===== config.mk =====
export PLATFORM = sky130hd
export DESIGN_NAME = pmc_top
export DESIGN_NICKNAME = d
export VERILOG_FILES = /design/src/rtl/pmc_pkg.sv /design/src/rtl/pmc_rst_sync.sv /design/src/rtl/pmc_divider.sv /design/src/rtl/pmc_mode_fsm.sv /design/src/rtl/pmc_top.sv
export SDC_FILE = /design/constraint.sdc
export NUM_CORES = 1
export LEC_CHECK = 0
export BUFFER_PORTS_ARGS = -buffer_cell sky130_fd_sc_hd__buf_2
export CAP_MARGIN = 20
export CORE_ASPECT_RATIO = 0.6
export CORE_MARGIN = 10
export CORE_UTILIZATION = 53
export DETAILED_ROUTE_END_ITERATION = 10
export GPL_TIMING_DRIVEN = 0
export PLACE_DENSITY_LB_ADDON = 0.3
export SYNTH_ARGS = -nofsm -noshare
export SYNTH_HDL_FRONTEND = slang
export SYNTH_SLANG_ARGS = --single-unit

===== constraint.sdc =====
create_clock -name clk -period 2.1 [get_ports clk]
set_input_delay 0.42 -clock clk [delete_from_list [all_inputs] [get_ports clk]]
set_output_delay 0.42 -clock clk [all_outputs]
set_load 0.02 [all_outputs]

===== src/rtl/pmc_pkg.sv =====
package pmc_pkg;

  typedef enum logic [1:0] {
    PM_RUN  = 2'd0,
    PM_IDLE = 2'd1,
    PM_DOWN = 2'd2,
    PM_WAKE = 2'd3
  } pm_state_e;

  localparam int unsigned DSEL_W = 2;
  localparam int unsigned REG_W  = 4;

endpackage


===== src/rtl/pmc_rst_sync.sv =====
module pmc_rst_sync #(
  parameter int unsigned STAGES = 2
) (
  input  logic clk,
  input  logic rst_n,
  output logic srst_n
);

  logic [STAGES-1:0] sh_q;

  // Assert asynchronously, release after STAGES rising edges.
  always_ff @(posedge clk or negedge rst_n) begin
    if (!rst_n) sh_q <= '0;
    else        sh_q <= {sh_q[STAGES-2:0], 1'b1};
  end

  assign srst_n = sh_q[STAGES-1];

endmodule


===== src/rtl/pmc_divider.sv =====
module pmc_divider #(
  parameter int unsigned DIV_R1 = 4,
  parameter int unsigned DIV_R2 = 64,
  parameter int unsigned DIV_R3 = 1024
) (
  input  logic                      clk,
  input  logic                      srst_n,
  input  logic                      run,
  input  logic [pmc_pkg::DSEL_W-1:0] dsel,
  output logic                      tick,
  output logic [pmc_pkg::DSEL_W-1:0] dact
);

  localparam int unsigned CNT_W = $clog2(DIV_R3);
  localparam int unsigned RATIO [4] = '{1, DIV_R1, DIV_R2, DIV_R3};

  logic [CNT_W-1:0]           cnt_q, cnt_d;
  logic [pmc_pkg::DSEL_W-1:0] dact_q, dact_d;
  logic [CNT_W-1:0]           lim;
  logic                       tc;

  assign lim = CNT_W'(RATIO[dact_q] - 1);
  assign tc  = (cnt_q == lim);

  // The active ratio is reloaded only at the terminal count or while stopped.
  always_comb begin
    cnt_d  = cnt_q;
    dact_d = dact_q;
    if (!run || tc) begin
      cnt_d  = '0;
      dact_d = dsel;
    end else begin
      cnt_d  = cnt_q + 1'b1;
    end
  end

  always_ff @(posedge clk or negedge srst_n) begin
    if (!srst_n) begin
      cnt_q  <= '0;
      dact_q <= '0;
    end else begin
      cnt_q  <= cnt_d;
      dact_q <= dact_d;
    end
  end

  assign tick = run & tc;
  assign dact = dact_q;

endmodule


===== src/rtl/pmc_mode_fsm.sv =====
module pmc_mode_fsm #(
  parameter int unsigned NIRQ        = 12,
  parameter int unsigned NEXT        = 6,
  parameter int unsigned WAKE_CYCLES = 1024
) (
  input  logic                       clk,
  input  logic                       srst_n,
  input  logic                       wr_en,
  input  logic [pmc_pkg::REG_W-1:0]  wdata,
  input  logic [NIRQ-1:0]            irq_req,
  input  logic [NIRQ-1:0]            irq_en,
  output pmc_pkg::pm_state_e         state,
  output logic [pmc_pkg::DSEL_W-1:0] dsel
);
  import pmc_pkg::*;

  localparam int unsigned     WK_W     = $clog2(WAKE_CYCLES + 1);
  localparam logic [WK_W-1:0] WK_LAST  = WK_W'(WAKE_CYCLES - 1);
  localparam logic [NIRQ-1:0] EXT_MASK = ~({NIRQ{1'b1}} << NEXT);

  pm_state_e          st_q, st_d;
  logic [DSEL_W-1:0]  ds_q, ds_d;
  logic [WK_W-1:0]    wk_q, wk_d;
  logic               any_irq, ext_irq;

  assign any_irq = |(irq_req & irq_en);
  assign ext_irq = |(irq_req & irq_en & EXT_MASK);

  always_comb begin
    st_d = st_q;
    ds_d = ds_q;
    wk_d = wk_q;
    unique case (st_q)
      PM_RUN: begin
        if (wr_en) begin
          ds_d = wdata[1:0];
          if (wdata[3])      st_d = PM_DOWN;
          else if (wdata[2]) st_d = PM_IDLE;
        end
      end
      PM_IDLE: begin
        if (any_irq) st_d = PM_RUN;
      end
      PM_DOWN: begin
        wk_d = '0;
        if (ext_irq) st_d = PM_WAKE;
      end
      PM_WAKE: begin
        if (wk_q == WK_LAST) st_d = PM_RUN;
        else                 wk_d = wk_q + 1'b1;
      end
      default: st_d = PM_RUN;
    endcase
  end

  always_ff @(posedge clk or negedge srst_n) begin
    if (!srst_n) begin
      st_q <= PM_RUN;
      ds_q <= '0;
      wk_q <= '0;
    end else begin
      st_q <= st_d;
      ds_q <= ds_d;
      wk_q <= wk_d;
    end
  end

  assign state = st_q;
  assign dsel  = ds_q;

endmodule


===== src/rtl/pmc_top.sv =====
module pmc_top #(
  parameter int unsigned NIRQ        = 12,
  parameter int unsigned NEXT        = 6,
  parameter int unsigned DIV_R1      = 4,
  parameter int unsigned DIV_R2      = 64,
  parameter int unsigned DIV_R3      = 1024,
  parameter int unsigned WAKE_CYCLES = 1024,
  parameter int unsigned SYNC_STAGES = 2
) (
  input  logic            clk,
  input  logic            rst_n,
  input  logic            reg_we,
  input  logic [3:0]      reg_wdata,
  output logic [3:0]      reg_rdata,
  input  logic [NIRQ-1:0] irq_req,
  input  logic [NIRQ-1:0] irq_en,
  output logic            cpu_ce,
  output logic            per_ce
);
  import pmc_pkg::*;

  logic              srst_n;
  pm_state_e         state;
  logic [DSEL_W-1:0] dsel, dact;
  logic              run, tick;

  pmc_rst_sync #(.STAGES(SYNC_STAGES)) u_rst (
    .clk    (clk),
    .rst_n  (rst_n),
    .srst_n (srst_n)
  );

  pmc_mode_fsm #(
    .NIRQ        (NIRQ),
    .NEXT        (NEXT),
    .WAKE_CYCLES (WAKE_CYCLES)
  ) u_fsm (
    .clk     (clk),
    .srst_n  (srst_n),
    .wr_en   (reg_we),
    .wdata   (reg_wdata),
    .irq_req (irq_req),
    .irq_en  (irq_en),
    .state   (state),
    .dsel    (dsel)
  );

  // The divider runs in normal and idle; it is held at zero otherwise.
  assign run = srst_n & ((state == PM_RUN) | (state == PM_IDLE));

  pmc_divider #(
    .DIV_R1 (DIV_R1),
    .DIV_R2 (DIV_R2),
    .DIV_R3 (DIV_R3)
  ) u_div (
    .clk    (clk),
    .srst_n (srst_n),
    .run    (run),
    .dsel   (dsel),
    .tick   (tick),
    .dact   (dact)
  );

  assign per_ce    = tick;
  assign cpu_ce    = tick & (state == PM_RUN);
  assign reg_rdata = {(state == PM_DOWN) | (state == PM_WAKE), state == PM_IDLE, dsel};

endmodule


==> results of run 1 <==
-- sequential cells by signal (all words and copies together), names as in the netlist --
| name | flops |
|---|---|
| u_fsm.wk_q | 11 |
| u_div.cnt_q | 10 |
| u_div.dact | 2 |
| u_fsm.dsel | 2 |
| u_fsm.state | 2 |
| u_rst.sh_q | 2 |
-- final cells by class --
type / count / area [um^2] / area share, %
buffer: 6 / 35.0 / 1.78
inverter: 4 / 15.0 / 0.763
sequential: 29 / 731 / 37.1
timing repair buffer: 43 / 248 / 12.6
clock buffer: 7 / 86.3 / 4.39
multi-input combinational: 116 / 801 / 40.7
tap: 42 / 52.6 / 2.67
-- critical path, stage by stage, from the launching register on --
cell and delay (ps):
sky130_fd_sc_hd__dfrtp_2 440, sky130_fd_sc_hd__or4_4 540, sky130_fd_sc_hd__mux2i_4 200, sky130_fd_sc_hd__o211a_1 210, sky130_fd_sc_hd__nor3b_4 210, sky130_fd_sc_hd__buf_6 140
-- power breakdown --
| group | switching [W] | internal, W | total (W) | leakage [nW] |
|---|---|---|---|---|
| clock network | 0.000191 | 0.000259 | 0.000450 | 0.0443 |
| registers | 0.000162 | 0.000659 | 0.000821 | 0.379 |
| logic | 0.000441 | 0.000374 | 0.000815 | 0.419 |
| total | 0.000794 | 0.00129 | 0.00209 | 0.842 |
-- Yosys cell counts, types with 5 or more instances --
cell type,instances,area [um^2]
sky130_fd_sc_hd__nand3_1,14,70.1
sky130_fd_sc_hd__o21ai_0,5,25.0
sky130_fd_sc_hd__nand4_1,5,31.3
sky130_fd_sc_hd__dfrtp_1,29,726
sky130_fd_sc_hd__o31ai_1,5,37.5
sky130_fd_sc_hd__o211ai_1,7,52.6
sky130_fd_sc_hd__nor3_1,11,55.1
sky130_fd_sc_hd__nand2_1,10,37.5
-- worst paths after layout --
path,startpoint,endpoint,slack [ps]
max,u_div.dact[1],cpu_ce,-330
min,u_rst.sh_q[1],u_div.cnt_q[1],290
max reg2reg,u_fsm.wk_q[0],u_fsm.wk_q[1],180
min reg2reg,u_rst.sh_q[1],u_div.cnt_q[1],290
max in group asynchronous,u_rst.sh_q[1],u_div.dact[1],1370
min in group clk,u_rst.sh_q[0],u_rst.sh_q[1],360
-- layer usage --
layer / vias up / wire length (um) / part of all wire [%]
li1: 688 / - / -
met1: 669 / 1790 / 43
met2: 84 / 1800 / 44
met3: 4 / 527 / 13
met4: 0 / 23 / 0.56
met5: - / 0 / 0
-- through the flow --
stage          hold WS (ps)  setup WS (ps)  power, W
2_1_floorplan           124           21.6   0.00129
3_3_place_gp            204           -209   0.00147
3_5_place_dp            206           -281   0.00151
4_1_cts                 312           -293   0.00206
5_1_grt                 355           -392   0.00222
6_report                289           -329   0.00209
-- layout by cell type, fill, tap and decap left out, types with 2 or more instances in the layout --
master / count
sky130_fd_sc_hd__a21oi_1: 2
sky130_fd_sc_hd__a22oi_1: 4
sky130_fd_sc_hd__a2bb2oi_1: 2
sky130_fd_sc_hd__and2_1: 2
sky130_fd_sc_hd__and3_1: 2
sky130_fd_sc_hd__buf_2: 35
sky130_fd_sc_hd__buf_4: 7
sky130_fd_sc_hd__buf_6: 3
sky130_fd_sc_hd__clkbuf_1: 4
sky130_fd_sc_hd__clkbuf_8: 6
sky130_fd_sc_hd__dfrtp_1: 25
sky130_fd_sc_hd__dfrtp_2: 4
sky130_fd_sc_hd__ha_1: 2
sky130_fd_sc_hd__inv_1: 4
sky130_fd_sc_hd__mux2_2: 2
sky130_fd_sc_hd__nand2_1: 9
sky130_fd_sc_hd__nand2b_1: 3
sky130_fd_sc_hd__nand3_1: 14
sky130_fd_sc_hd__nand4_1: 5
sky130_fd_sc_hd__nor2_1: 4
sky130_fd_sc_hd__nor2b_1: 3
sky130_fd_sc_hd__nor3_1: 11
sky130_fd_sc_hd__nor3b_1: 2
sky130_fd_sc_hd__o2111ai_1: 2
sky130_fd_sc_hd__o211ai_1: 7
sky130_fd_sc_hd__o21a_1: 2
sky130_fd_sc_hd__o21ai_0: 5
sky130_fd_sc_hd__o31ai_1: 5
sky130_fd_sc_hd__or4_1: 3
sky130_fd_sc_hd__xnor2_1: 4
sky130_fd_sc_hd__xor2_1: 4
-- logic make-up (layout without fill, tap and decap cells) --
| logic type | count (synthesis) | in the layout | share of synthesized area (%) |
|---|---|---|---|
| buffers and inverters | 10 | 60 | 3.23 |
| muxes | 4 | 4 | 2.98 |
| AOI/OAI and AO/OA | 36 | 36 | 17.5 |
| other | 1 | 1 | 0.242 |
| adders and majority gates | 2 | 2 | 1.61 |
| DFF | 29 | 29 | 46.8 |
| and+or+nand+nor | 65 | 65 | 23.1 |
| xor gates and xnor gates | 8 | 8 | 4.52 |
-- timing repair --
action,4_1_cts,5_1_grt
resized for setup,11,1
setup endpoints to repair,11,2
hold buffers,1,0
setup buffers,5,1
pin swaps,2,1
hold endpoints to repair,2,0
==> run summary, run 1 <==
Entering global routing, the biggest net connects 30 pins. Clock-pin slew was measured on the worst setup and hold paths at 60 ps. The initial antenna violation count came out at 0. The tree is rooted in a sky130_fd_sc_hd__clkbuf_8. TritonCTS built the clock tree. The synthesized instance count came out at around 160.

The number of global-route vias before repair is about 1,500. The placed instance count came out at 233. The deepest level of the CTS H-tree came out at 2. The area overhead of the layout relative to synthesis came out at 26.9%.

The final routed wire length divided by cell count is between 15 and 20 um. The peak supply drop came out at roughly 0.63 mV. Yosys printed 0 warnings. The count of endpoints failing setup in the final report came out at 2. The total die area is 0.00556 mm^2. The post-route clock skew came out at between 2 and 2.5 ps. The data arrival time of the critical path came out at 2010 ps. Pin placement for this block handled 37 I/O pins.

The worst-case reg-to-reg path depth is 7. Dividing the final minimum period by the clock period gives 116%. The number of flops mapped to enable cells by yosys came out at 0. The first-iteration detailed-routing DRC count is between 150 and 200. The worst-skew pair later-pin latency is 270 ps.

The port buffer count is 36. The post-detailed-route count of antenna-violating nets is 0. The routing usage on met1 is 18.1%. The final number of max-transition violations came out at 0. The least setup slack across all paths after layout came out at -329 ps.

No sink is reached through more buffers than the 2 on the longest clock path. The detailed placer's ending HPWL is 3020 um. The met3 track demand over resource in global routing is 7.67%. By startpoint and endpoint, the worst setup path is classified as register to output pin. For this configuration, the core starts out at a cell density of a little over half. The total count of hold-check failures in the final report was 0. The worst setup path is launched from a register.

The final instance count without filler cells came out at 247. The first global-routing pass estimated 6930 um of wire. The total vias in the final route is 1,445.

Buffers inserted during clock tree synthesis total 5. Summing all non-filler instances in the final layout gives an area of 0.00197 mm^2. The leading register cell type out of synthesis is sky130_fd_sc_hd__dfrtp_1. Timing would allow up to between 400 and 500 MHz.

The most utilized layer in the global route result is met2. The shortest period the worst path allows came out at about 2400 ps. The post-detailed-placement cell area came out at 0.00179 mm^2.

STA classifies the critical path endpoint as an output pin. The post-synth net total came out at 188. The clock net sink count is 29.

Counting flops and latches in the post-synthesis netlist gives 29. The leakage power total is 0.842 nW. The met2 track demand over resource is 24.9%. The average cell area after synthesis came out at 10.0 um^2.

The overall global routing resource usage came out at 15.3%. The fraction of final layout cells with drive strength greater than 1 came out at 30.7%. The async set-or-reset flop fraction in the synthesized netlist is 100%. For this run, the detailed router's first-pass iteration total came to 4.

The final reports fail on setup timing. The number of nets in the layout is 238. Setup repair after global routing could not meet its margin everywhere. Cells fill 69.4% of the core in the end. In the routed layout, each cell is associated on average with a via count of 5.85.

The required time at the endpoint of the critical path came out at 1680 ps. The repair_antennas step left the layout with diodes totalling 0. The total power divided by cell area came out at 1060 mW/mm^2.

The final layout contains routed wiring with a total length of 4140 um. The final weighted congestion of routability-driven global placement is 0.862. The number of different library cells used by synthesis comes to 43. Headroom to the max-slew limit came out at 58.3%. The DRC violation count after routing came out at 0. The accumulated negative setup slack came out at -576 ps.

The width of the die is 89.9 um. The global route total overflow is 0. The flow ran to the end, but the final reports show violations. The row count came out at 15. The tightest min-delay check is of the register to async pin type.

The area of the mapped netlist is 0.00155 mm^2. The number of filler cells placed in the layout came out at 206. The total core area is around 0.0028 mm^2. For the pin with the worst max-slew slack, the measured transition is 625 ps. The post-synthesis sequential area ratio came out at 46.8%.

The die is 61.9 um tall. The tool flagged a number of max-cap violations equal to 0. In this run the worst path has a maximum fanout of 4.
No activity file was read; power rests on OpenSTA's default activity.
==> run 2, diff against run 1 <==
- CTS_BUF_LIST: unset -> sky130_fd_sc_hd__clkbuf_4 sky130_fd_sc_hd__clkbuf_8 sky130_fd_sc_hd__clkbuf_16
- MAX_ROUTING_LAYER: unset -> met4
==> run summary, run 2 (synthesis gave the netlist of run 1 again) <==
Detailed placement ended at an HPWL of 3020 um. The die span in y is 61.9 um. The maximum number of pins on one net before global-route repair came out at 30. The total inserted antenna cells came out at 0. The CTS tree is done.

Leaving out fill and tap cells, the most frequent cell in the layout is sky130_fd_sc_hd__buf_2. The deepest level of the CTS H-tree came out at 2. The clock tree buffer depth is 2.

The row count came out at 15. The global route total overflow came out at 0. The cell sitting at the root of the clock tree is a sky130_fd_sc_hd__clkbuf_8. By startpoint and endpoint, the worst setup path is classified as register to output pin. For this design the ratio of total power to cell area is 1060 mW/mm^2.

The share of the cycle needed by the critical path after routing came out at 116%. The library cells used most frequently in the layout, excluding fill and tap cells, are 35 x sky130_fd_sc_hd__buf_2, 25 x sky130_fd_sc_hd__dfrtp_1, 14 x sky130_fd_sc_hd__nand3_1. The transition at the pin with the smallest max-transition slack is approximately 620 ps. Counting flops per register, the top entry is u_fsm.wk_q. The number of flip-flops under the largest register name is 11.

Walking the worst path, the cells encountered are or4_4, mux2i_4, o211a_1, nor3b_4, buf_6. The initial antenna violation count came to 0. Among all stages on the critical path, the largest delay is contributed by sky130_fd_sc_hd__or4_4. The number of filler cells placed in the layout is 205. The width of the die is 89.9 um.

The clock reaches the later pin of the worst-skew pair after between 200 and 300 ps. The post-CTS clock slew at the launch and capture registers of the worst setup and hold paths came out at 60 ps. The final number of max-transition violations came out at 0. The post-detailed-route count of antenna-violating nets came out at 0.

In this run the count of I/O pins placed on the die edge is 37. The final routed wire length divided by cell count came out at approximately 17 um. The power after layout came out at 0.00210 W. The port buffer count is 36. The accumulated negative setup slack is -568 ps. The maximum single-stage delay on the critical path is 540 ps. The number of clock buffers added by TritonCTS is 5. The number of global-route vias before repair is 1,461. Using the TritonRoute via totals, the vias-per-cell ratio works out to about 5.8. The leakage power total came out at 0.846 nW. The total die area is 0.00556 mm^2. The worst path in the final design needs a cycle of ~2400 ps, including I/O delays and setup. Setup repair after global routing could not meet its margin everywhere. The post-detailed-placement cell area came out at 0.00179 mm^2.

The data arrival time of the critical path came out at around 2000 ps. Once the floorplan was initialized, standard cells occupied 54.7% of the core. The fraction of final layout cells with drive strength greater than 1 is 31.2%. The largest driver fanout on the critical path is 4. After floorplanning, the core was sized to cover 0.00283 mm^2. The run finished, with violations left. The post-route clock skew is around 1.6 ps. For this run, the total global-route usage over all layers was measured as 15.7%. The total vias in the final route came out at 1,436.

The worst pin sits at a relative slew slack of 58.5%. The total wire length after detailed routing is 4150 um. The number of nets in the layout is roughly 240. The total count of hold-check failures in the final report came out at 0. The area overhead of the layout relative to synthesis is 27.1%. The DRC violation count after routing came out at 0.

The highest attainable clock frequency came out at roughly 410 MHz. The final reports fail on setup timing. The max-capacitance violation count came out at 0.

The detailed router finished its first iteration with 160 violations. STA classifies the critical path startpoint as a register. The core occupancy in the finished layout is a little over two thirds. The number of optimization iterations in the first detailed-route pass is 4.

STA classifies the critical path endpoint as an output pin. The final weighted congestion of routability-driven global placement is 0.875. In the post-route analysis, the smallest setup slack over all paths is -326 ps. The wire length of the first global-routing pass is 6850 um. The required time at the endpoint of the critical path came out at between 1500 and 2000 ps. The clock net sink count is 29. After routing the design area is 0.00197 mm^2. The worst hold path belongs to the class register to async pin. The count of endpoints failing setup in the final report is 2. The largest registers in the layout are u_fsm.wk_q: 11 flops, u_div.cnt_q: 10 flops. The peak supply drop is 0.629 mV.
run 2: changes by cell type in the layout (fill, tap and decap cells not counted):
cell / delta
sky130_fd_sc_hd__clkbuf_4: +1
sky130_fd_sc_hd__clkbuf_1: -1
run 2: cell type report:
type,count,area (um^2),area share [%]
sequential,29,731,37.1
tap,42,52.6,2.66
inverter,4,15.0,0.761
clock buffer,7,90.1,4.57
timing repair buffer,43,248,12.6
multi-input combinational,116,801,40.6
buffer,6,35.0,1.78
run 2: path summary, 6_finish.rpt:
| check | slack [ps] | endpoint | cells past startpoint | from |
|---|---|---|---|---|
| max | -330 | cpu_ce | 5 | u_div.dact[1] |
| min | 290 | u_fsm.wk_q[8] | 0 | u_rst.sh_q[1] |
| max reg2reg | 180 | u_fsm.wk_q[1] | 7 | u_fsm.wk_q[0] |
| min reg2reg | 290 | u_fsm.wk_q[8] | 0 | u_rst.sh_q[1] |
| max in group asynchronous | 1370 | u_div.dact[1] | 0 | u_rst.sh_q[1] |
| min in group clk | 360 | u_rst.sh_q[1] | 0 | u_rst.sh_q[0] |
run 2: what timing repair did:
action,CTS,global route
hold endpoints to repair,2,0
resized for setup,11,1
hold buffers,1,0
buffers inserted,5,1
pin swaps,2,1
setup endpoints to repair,11,2
run 2: routing by layer:
layer | GRT usage (%) | wire, um
met1 | 19.1 | 1940
met2 | 24.8 | 1840
met3 | 5.76 | 349
met4 | 3.83 | 23
met5 | - | 0
run 2: worst max-delay path: cells and delay by family (launching register included):
| family | cells | cell delay [ps] |
|---|---|---|
| and+or+nand+nor | 2 | 750 |
| DFF | 1 | 440 |
| AOI/OAI and AO/OA | 1 | 210 |
| muxes | 1 | 190 |
| buffers and inverters | 1 | 140 |
run 2: report_power, final:
group	switching, W	leakage [nW]	internal [W]
clock network	0.000190	0.0477	0.000272
registers	0.000163	0.379	0.000659
logic	0.000441	0.419	0.000374
total	0.000794	0.846	0.00131
run 2: stage by stage:
stage | hold slack [ps] | setup WS [ps] | std cells
global placement | 204 | -209 | 233
floorplan | 124 | 21.6 | 155
finish | 288 | -326 | 247
detailed placement | 206 | -281 | 233
global route | 355 | -392 | 247
CTS | 311 | -293 | 246
